==> config.mk <==
export PLATFORM = sky130hd
export DESIGN_NAME = epp_tmo_unit
export DESIGN_NICKNAME = d
export VERILOG_FILES = /design/src/rtl/epp_tmo_pkg.sv /design/src/rtl/epp_tmo_timer.sv /design/src/rtl/epp_cyc_ctl.sv /design/src/rtl/epp_tmo_flag.sv /design/src/rtl/epp_tmo_unit.sv
export SDC_FILE = /design/constraint.sdc
export NUM_CORES = 1
export LEC_CHECK = 0
export BUFFER_PORTS_ARGS = -buffer_cell sky130_fd_sc_hd__buf_2
export CAP_MARGIN = 0
export CORE_AREA = 2 2 48 50
export CTS_BUF_LIST = sky130_fd_sc_hd__clkbuf_8
export CTS_CLUSTER_SIZE = 25
export DETAILED_ROUTE_END_ITERATION = 10
export DIE_AREA = 0 0 50 52
export MAX_ROUTING_LAYER = met4
export PLACE_DENSITY_LB_ADDON = 0.12
export SLEW_MARGIN = 20
export SYNTH_ARGS = -nofsm -noshare
export SYNTH_HDL_FRONTEND = slang
export SYNTH_HIERARCHICAL = 1
export SYNTH_SLANG_ARGS = --single-unit
==> constraint.sdc <==
create_clock -name clk -period 5 [get_ports clk]
set_clock_uncertainty 0.05 [all_clocks]
set_input_delay 0.25 -clock clk [delete_from_list [all_inputs] [get_ports clk]]
set_output_delay 0.25 -clock clk [all_outputs]
set_load 0.05 [all_outputs]
==> src/rtl/epp_tmo_pkg.sv <==
package epp_tmo_pkg;
  typedef enum logic [0:0] {
    CYC_IDLE = 1'b0,
    CYC_BUSY = 1'b1
  } cyc_state_e;

  function automatic int tmo_cycles(input int mhz, input int usec);
    return mhz * usec;
  endfunction
endpackage

==> src/rtl/epp_tmo_timer.sv <==
module epp_tmo_timer #(
  parameter int LIMIT = 2500
) (
  input  logic clk,
  input  logic rst,
  input  logic clr,
  input  logic run,
  output logic expired
);
  localparam int CW = (LIMIT > 1) ? $clog2(LIMIT) : 1;
  localparam logic [CW-1:0] LAST = CW'(LIMIT - 1);

  logic [CW-1:0] cnt_q;

  always_ff @(posedge clk) begin
    if (rst) begin
      cnt_q <= '0;
    end else if (clr) begin
      cnt_q <= '0;
    end else if (run && (cnt_q != LAST)) begin
      cnt_q <= cnt_q + 1'b1;
    end
  end

  assign expired = run && (cnt_q == LAST);
endmodule

==> src/rtl/epp_cyc_ctl.sv <==
module epp_cyc_ctl
  import epp_tmo_pkg::*;
#(
  parameter int DW = 8
) (
  input  logic          clk,
  input  logic          rst,
  input  logic          epp_mode,
  input  logic          cyc_req,
  input  logic          cyc_rd,
  input  logic          per_wait,
  input  logic [DW-1:0] per_data,
  input  logic          expired,
  output logic          tmr_clr,
  output logic          tmr_run,
  output logic          tmo_evt,
  output logic          strobe,
  output logic          cyc_done,
  output logic [DW-1:0] cyc_rdata
);
  cyc_state_e st_q;
  logic       rd_q;
  logic       start, fin_ok, fin_to;

  assign start   = (st_q == CYC_IDLE) && cyc_req && epp_mode;
  assign fin_ok  = (st_q == CYC_BUSY) && per_wait;
  assign fin_to  = (st_q == CYC_BUSY) && !per_wait && expired;
  assign tmr_clr = start;
  assign tmr_run = (st_q == CYC_BUSY);
  assign tmo_evt = fin_to;

  always_ff @(posedge clk) begin
    if (rst) begin
      st_q      <= CYC_IDLE;
      rd_q      <= 1'b0;
      strobe    <= 1'b0;
      cyc_done  <= 1'b0;
      cyc_rdata <= '0;
    end else begin
      cyc_done <= fin_ok || fin_to;
      if (start) begin
        st_q   <= CYC_BUSY;
        rd_q   <= cyc_rd;
        strobe <= 1'b1;
      end else if (fin_ok || fin_to) begin
        st_q   <= CYC_IDLE;
        strobe <= 1'b0;
        if (!rd_q)
          cyc_rdata <= '0;
        else if (fin_ok)
          cyc_rdata <= per_data;
        else
          cyc_rdata <= '1;
      end
    end
  end
endmodule

==> src/rtl/epp_tmo_flag.sv <==
module epp_tmo_flag #(
  parameter bit CLR_ON_READ = 1'b0
) (
  input  logic clk,
  input  logic rst,
  input  logic set,
  input  logic epp_mode,
  input  logic stat_wr,
  input  logic stat_wbit0,
  input  logic stat_rd,
  input  logic spp_req,
  output logic flag_q,
  output logic tmo_bit,
  output logic spp_go
);
  logic clr, flag_d;

  assign clr    = CLR_ON_READ ? stat_rd : (stat_wr && stat_wbit0);
  assign flag_d = set ? 1'b1 : (clr ? 1'b0 : flag_q);

  always_ff @(posedge clk) begin
    if (rst) begin
      flag_q  <= 1'b0;
      tmo_bit <= 1'b1;
      spp_go  <= 1'b0;
    end else begin
      flag_q  <= flag_d;
      tmo_bit <= epp_mode ? flag_d : 1'b1;
      spp_go  <= spp_req && !flag_q;
    end
  end
endmodule

==> src/rtl/epp_tmo_unit.sv <==
module epp_tmo_unit
  import epp_tmo_pkg::*;
#(
  parameter int DW          = 8,
  parameter int CLK_MHZ     = 250,
  parameter int TMO_US      = 10,
  parameter bit CLR_ON_READ = 1'b0
) (
  input  logic          clk,
  input  logic          rst,
  input  logic          epp_mode,
  input  logic          cyc_req,
  input  logic          cyc_rd,
  input  logic          per_wait,
  input  logic [DW-1:0] per_data,
  input  logic          stat_wr,
  input  logic          stat_wbit0,
  input  logic          stat_rd,
  input  logic          spp_req,
  output logic          strobe,
  output logic          cyc_done,
  output logic [DW-1:0] cyc_rdata,
  output logic          tmo_bit,
  output logic          spp_go
);
  localparam int TMO_CYC = tmo_cycles(CLK_MHZ, TMO_US);

  logic tmr_clr, tmr_run, expired, tmo_evt, flag_q;

  epp_tmo_timer #(.LIMIT(TMO_CYC)) u_timer (
    .clk     (clk),
    .rst     (rst),
    .clr     (tmr_clr),
    .run     (tmr_run),
    .expired (expired)
  );

  epp_cyc_ctl #(.DW(DW)) u_ctl (
    .clk       (clk),
    .rst       (rst),
    .epp_mode  (epp_mode),
    .cyc_req   (cyc_req),
    .cyc_rd    (cyc_rd),
    .per_wait  (per_wait),
    .per_data  (per_data),
    .expired   (expired),
    .tmr_clr   (tmr_clr),
    .tmr_run   (tmr_run),
    .tmo_evt   (tmo_evt),
    .strobe    (strobe),
    .cyc_done  (cyc_done),
    .cyc_rdata (cyc_rdata)
  );

  epp_tmo_flag #(.CLR_ON_READ(CLR_ON_READ)) u_flag (
    .clk        (clk),
    .rst        (rst),
    .set        (tmo_evt),
    .epp_mode   (epp_mode),
    .stat_wr    (stat_wr),
    .stat_wbit0 (stat_wbit0),
    .stat_rd    (stat_rd),
    .spp_req    (spp_req),
    .flag_q     (flag_q),
    .tmo_bit    (tmo_bit),
    .spp_go     (spp_go)
  );
endmodule

# [Word-level counts from Yosys, hierarchy flattened]
# Index checks and enable logic that the tools add are counted.
# W data, S select, Z words.
[classes] muxes=6 reduce_logical=16 add_sub_neg=1 bitwise=3 n_eq_ne=2
[ops] op="$mux W8" count=2
[ops] op="$add A12 B1 Y12 const B" count=1
[ops] op="$eq A12 B12 Y1 const B" count=1
[ops] op="$ne A12 B12 Y1 const B" count=1
[ops] op="$logic_and A1 B1 Y1" count=9
[ops] op="$mux W1" count=4
[ops] op="$reduce_or A2 Y1" count=2
[ops] op="$not A1 Y1" count=3
[ops] op="$logic_not A1 Y1" count=2
[ops] op="$reduce_and A2 Y1" count=1
[ops] op="$reduce_bool A2 Y1" count=1
[ops] op="$logic_or A1 B1 Y1" count=1
[totals] elab_cells=36 out_inout_bits=12 inputBits=18 register_bits=26

# [Longest topological paths before layout]
[logic_depth] depth_word=6 ltp_mapped=7 depth_no_buf=6

# [Modules after synthesis]
# Netlist, hierarchy kept.
[by_module_without_submodules] mod="epp_tmo_timer" cells_each=65 seq_area_each_um2=240.2 area_each_um2=599.3 instances=1
[by_module_without_submodules] mod="epp_cyc_ctl" cells_each=40 seq_area_each_um2=220.2 area_each_um2=427.9 instances=1
[by_module_without_submodules] mod="epp_tmo_flag" cells_each=9 seq_area_each_um2=60.1 area_each_um2=98.8 instances=1

# [Worst setup path before layout]
# No wires, ideal clock.
[synth_path] path_type="reg-to-reg" start="register u_ctl.st_q, in the netlist u_ctl/tmr_run" end="register u_ctl.cyc_rdata[7]" n_path_buf=2 t_required_ps=4880 arrival_time_ps=2165 stages_incl_launch_ff=8 path_slack_ps=2715 path_cell_list="dfxtp_1 > buf_4 > clkbuf_1 > nand3_1 > nor4_1 > o21a_4 > nand3b_2 > o2bb2ai_1"
[synth_between] elab_cells_between_ends=12 cone_classes="mux (2); bitwise (2); reduce/logical (8)"
[synth_lines] element="from (decl)" line_no="epp_cyc_ctl.sv:21" source="cyc_state_e st_q;"
[synth_lines] element="from (signal assigned)" line_no="epp_cyc_ctl.sv:34" source="st_q <= CYC_IDLE;"
[synth_lines] element="from (signal assigned)" line_no="epp_cyc_ctl.sv:42" source="st_q <= CYC_BUSY;"
[synth_lines] element="from (signal assigned)" line_no="epp_cyc_ctl.sv:46" source="st_q <= CYC_IDLE;"
[synth_lines] element="$logic_and A1 B1 Y1" line_no="epp_tmo_timer.sv:25" source="assign expired = run && (cnt_q == LAST);"
[synth_lines] element="named net expired" line_no="epp_tmo_unit.sv:28" source="logic tmr_clr, tmr_run, expired, tmo_evt, flag_q;"
[synth_lines] element="$logic_and A1 B1 Y1" line_no="epp_cyc_ctl.sv:27" source="assign fin_to = (st_q == CYC_BUSY) && !per_wait && expired;"
[synth_lines] element="$logic_or A1 B1 Y1" line_no="epp_cyc_ctl.sv:45" source="end else if (fin_ok || fin_to) begin"
[synth_lines] element="$reduce_and A2 Y1 (no source line)"
[synth_lines] element="to (signal assigned)" line_no="epp_cyc_ctl.sv:51" source="cyc_rdata <= per_data;"
[synth_lines] element="to (decl)" line_no="epp_cyc_ctl.sv:19" source="output logic [DW-1:0] cyc_rdata"
# The timed path passes the listed nets, and every way through them passes these cells.
# A chain may end at the register's enable or synchronous reset.

# [Final worst setup path]
[layout_path] start="register u_timer.cnt_q[10]" end="register u_ctl.cyc_rdata[7]"
[layout_between] elab_chain_cells=5
[layout_rtl] element="from (decl)" line_no="epp_tmo_timer.sv:13" source="logic [CW-1:0] cnt_q;"
[layout_rtl] element="from (signal assigned)" line_no="epp_tmo_timer.sv:21" source="cnt_q <= cnt_q + 1'b1;"
[layout_rtl] element="$eq A12 B12 Y1" line_no="epp_tmo_timer.sv:25"
[layout_rtl] element="$logic_and A1 B1 Y1" line_no="epp_tmo_timer.sv:25"
[layout_rtl] element="named net expired" line_no="epp_tmo_unit.sv:28"
[layout_rtl] element="$logic_and A1 B1 Y1" line_no="epp_cyc_ctl.sv:27"
[layout_rtl] element="$logic_or A1 B1 Y1" line_no="epp_cyc_ctl.sv:45"
[layout_rtl] element="$reduce_and A2 Y1 (no source line)"
# The timed path passes the listed nets, and every way through them passes these cells.

==> impl_summary.md <==
Status
The run finished with clean final reports.

Finish
After the flow finishes, the layout carries non-filler instances totaling 169. With fillers left out, the area of the finished cells amounts to 1320 µm². The filler cells instantiated in the layout total 174. The number of diodes added for antenna fixing is 0.

The share of cells above drive strength 1 is 29.8%. The synthesis-to-layout area growth is 17.6%. The final net count is 162.

Placed design
The congestion estimate from routability-driven global placement came to 0.811. Once placement finished, the instance area stood at 1280 µm². Input and output buffers added on the ports amount to 28. The HPWL after detailed placement is 1600 µm.

The number of placed cells counting well taps is 166.

STA
At the pin with the least slew margin, the transition time is 570 ps. The max-slew violation count came to 0. The number of hold violations in the final report is 0. The count of final setup violators is 0. For the finished layout, the period the worst path requires is 2050 ps. The worst pin sits at a relative slew slack of 61.6%.

Summed over all failing endpoints, the final setup total negative slack is 0 ps. Setup repair after global routing left no endpoint under its margin. The peak clock frequency supported by timing is 488 MHz. The share of the clock period used by the worst path after layout is 41.0%.

Clock tree
The post-cts sizing count is 0. The clock drives 26 sinks. The clock tree from TritonCTS is done. The number of buffers inserted to repair setup after CTS is 0. Clock-pin slew was measured on the worst setup and hold paths at 80 ps. Clock tree synthesis inserted a total of 3 buffers.

In this run the deepest clock path goes through 2 buffers. Clock tree synthesis selected as its root buffer the cell sky130_fd_sc_hd__clkbuf_8. In this run, post-CTS hold repair placed 0 buffers. The clock reaches the later pin of the worst-skew pair after 260 ps. CTS built an H-tree with a depth of 1.

Flow run
The number of violations of the max-capacitance limit is 0.

Route
The starting DRC count in detailed routing is 16. For this run, design rule violations remaining after detail routing come to 0. For this block, the routed nets add up to 2110 µm of wire. The average wire length per cell after detail routing is 12.5 µm.

The detail route stage leaves a number of antenna-violating nets equal to 0. The first detailed-routing pass took 4 iterations. The via count normalized by instance count is 5.40. The vias after detailed routing is 912.

Worst setup path
The critical path class is flip-flop to flip-flop. The worst path required time is 5140 ps. The gate family responsible for the most delay along the worst path is simple AND/OR/NAND/NOR gates.

The critical register-to-register path startpoint is u_timer/cnt_q[10]. Walking the worst path, the cells encountered are or4b_4 -> nor4_1 -> o21a_4 -> nand3b_2 -> o2bb2ai_1. The largest single stage delay on the critical path is 570 ps. The slowest stage of the critical path is the sky130_fd_sc_hd__or4b_4 cell.

The critical path contains buffers and inverters numbering 0 combined. The highest net fanout along the worst path is 8. STA classifies the critical path startpoint as a flip-flop.

The kind of end point of the critical path is a flip-flop. The origin of the worst setup path is u_timer/cnt_q[10]. At the worst endpoint, the arrival time is 2200 ps.

Global route
The number of antenna violations at the first check in global routing came to 0. The via count of the first global-routing pass was 867. The all-layer global routing usage is 19.1%. Entering global routing, the biggest net connects 16 pins. The first global-routing pass estimated 3640 µm of wire.

The total overflow reported by the global router is 0.

Floorplan
The floorplan step defined a core boundary enclosing 2110 µm². The die extent in x is 50 µm. The die boundary height is 52 µm.

The initial cell density of the core is 53.5%. The total number of placement rows is 17. The total die area is 2600 µm².

The number of ports placed on the die boundary is 30.

Yosys
After synthesis, the cell types taking the most area are sky130_fd_sc_hd__dfxtp_1 46%, sky130_fd_sc_hd__nor2_1 6.3%, sky130_fd_sc_hd__o2bb2ai_1 6.2%. The post-synthesis instance area is 1130 µm². Counting distinct cell types in the post-synthesis netlist gives 38.

The Yosys warning count is 6. The largest total area in the synthesized netlist belongs to sky130_fd_sc_hd__dfxtp_1. The share of the Yosys chip area taken by registers is 46.2%.

The number of register bits inferred by synthesis is 26. After synthesis, the mean cell area works out to 9.88 µm². The synthesized netlist net count is 133.

The gate count after technology mapping is 114. In this run the biggest area consumer among cell types represents 46.2% of the synthesized area.

Min path
The tightest min-delay check is of the input pin to flip-flop type. The start point of the worst hold path is epp_mode.

Power and ir drop
The power density of the placed cells is 266 nW/µm². IR analysis of the VDD net gives a maximum drop of 0.210 mV. The leakage power total is 0.567 nW.
[through the flow]
stage	setup slack, ps	utilization [%]	power [mW]	hold slack [ps]
floorplan	2710	-	0.236	262
global placement	3020	60.9	0.246	342
detailed placement	2960	60.9	0.247	347
CTS	2940	62.9	0.357	120
global route	2730	62.9	0.367	129
finish	2950	62.9	0.352	127
[path summary, 6_finish.rpt]
check,slack (ps),cells after the start,end
setup / recovery,2950,5,u_ctl/cyc_rdata[7]
hold / removal,130,2,u_flag/tmo_bit
setup reg to reg,2950,5,u_ctl/cyc_rdata[7]
hold reg to reg,360,1,u_flag/spp_go
[metal layers]
metal	global-route usage (%)	vias up	part of all wire [%]
met2	33.1	15	52
met1	21.2	434	44
met5	-	-	0
met4	8.80	0	0.76
met3	3.74	2	2.8
li1	-	461	-
[report_power, final]
part           total [mW]  internal [mW]  leakage (nW)  switching [mW]
Sequential          0.213          0.210         0.210         0.00293
Combinational      0.0289         0.0113         0.335          0.0175
Clock               0.111         0.0537        0.0216          0.0570
Total               0.352          0.275         0.567          0.0775
[logic make-up (layout without fill, tap and decap cells)]
logic type	count (synthesis)	after routing	synth area share [%]
muxes	2	2	1.78
AOI/OAI and AO/OA	18	18	14.8
adders and majority gates	1	1	1.11
and+or+nand+nor	52	52	27.2
xor gates and xnor gates	8	8	6.22
DFF	26	26	46.2
buffers and inverters	7	34	2.67
[state kept, by name, indices dropped and copies added, names as in the netlist]
signal / count
u_flag/spp_go: 1
u_flag/flag_q: 1
u_ctl/cyc_rdata: 8
u_timer/cnt_q: 12
u_flag/tmo_bit: 1
u_ctl/cyc_done: 1
u_ctl/tmr_run: 1
u_ctl/rd_q: 1
[final cells by class]
type,count,area [µm²],share of cell area (%)
clock buffers,3,41.3,3.12
inverters,3,11.3,0.851
multi-input cells,81,576,43.5
flip-flops and latches,26,520,39.3
well taps,28,35.0,2.65
repair buffers,28,140,10.6
[synthesized netlist by cell type]
cell / instances
sky130_fd_sc_hd__nand3_1: 4
sky130_fd_sc_hd__and4_1: 3
sky130_fd_sc_hd__o2bb2ai_1: 8
sky130_fd_sc_hd__or3_2: 1
sky130_fd_sc_hd__nor4_1: 1
sky130_fd_sc_hd__a21oi_1: 2
sky130_fd_sc_hd__nand4_1: 3
sky130_fd_sc_hd__mux2i_1: 2
sky130_fd_sc_hd__xor2_1: 7
sky130_fd_sc_hd__or4b_4: 1
sky130_fd_sc_hd__ha_1: 1
sky130_fd_sc_hd__nor2b_1: 1
sky130_fd_sc_hd__nor2_4: 1
sky130_fd_sc_hd__xnor2_1: 1
sky130_fd_sc_hd__or2_2: 1
sky130_fd_sc_hd__and3_1: 3
sky130_fd_sc_hd__nor3_1: 1
sky130_fd_sc_hd__nand3b_2: 1
sky130_fd_sc_hd__a21oi_2: 2
sky130_fd_sc_hd__and3b_2: 1
sky130_fd_sc_hd__nand4bb_1: 1
sky130_fd_sc_hd__buf_4: 1
sky130_fd_sc_hd__o21a_4: 1
sky130_fd_sc_hd__or3b_1: 1
sky130_fd_sc_hd__o21ai_0: 2
sky130_fd_sc_hd__nand2_1: 4
sky130_fd_sc_hd__nor3b_1: 1
sky130_fd_sc_hd__inv_1: 3
sky130_fd_sc_hd__nand3b_1: 1
sky130_fd_sc_hd__and3b_1: 1
sky130_fd_sc_hd__dfxtp_1: 26
sky130_fd_sc_hd__nand4b_1: 1
sky130_fd_sc_hd__and2_1: 1
sky130_fd_sc_hd__a31oi_1: 1
sky130_fd_sc_hd__a21bo_2: 1
sky130_fd_sc_hd__clkbuf_1: 3
sky130_fd_sc_hd__o41ai_4: 1
sky130_fd_sc_hd__nor2_1: 19
[cell usage in the layout (no fill, tap or decap), types with 2 or more instances in the layout]
master | Yosys | final
sky130_fd_sc_hd__buf_2 | 0 | 28
sky130_fd_sc_hd__dfxtp_1 | 26 | 26
sky130_fd_sc_hd__nor2_1 | 19 | 19
sky130_fd_sc_hd__o2bb2ai_1 | 8 | 8
sky130_fd_sc_hd__xor2_1 | 7 | 7
sky130_fd_sc_hd__nand2_1 | 4 | 4
sky130_fd_sc_hd__nand3_1 | 4 | 4
sky130_fd_sc_hd__clkbuf_8 | 0 | 3
sky130_fd_sc_hd__inv_1 | 3 | 3
sky130_fd_sc_hd__and3_1 | 3 | 3
sky130_fd_sc_hd__and4_1 | 3 | 3
sky130_fd_sc_hd__nand4_1 | 3 | 3
sky130_fd_sc_hd__a21oi_2 | 2 | 2
sky130_fd_sc_hd__mux2i_1 | 2 | 2
sky130_fd_sc_hd__o21ai_0 | 2 | 2
sky130_fd_sc_hd__a21oi_1 | 2 | 2
Note: power is estimated with default switching activity, not from simulation.
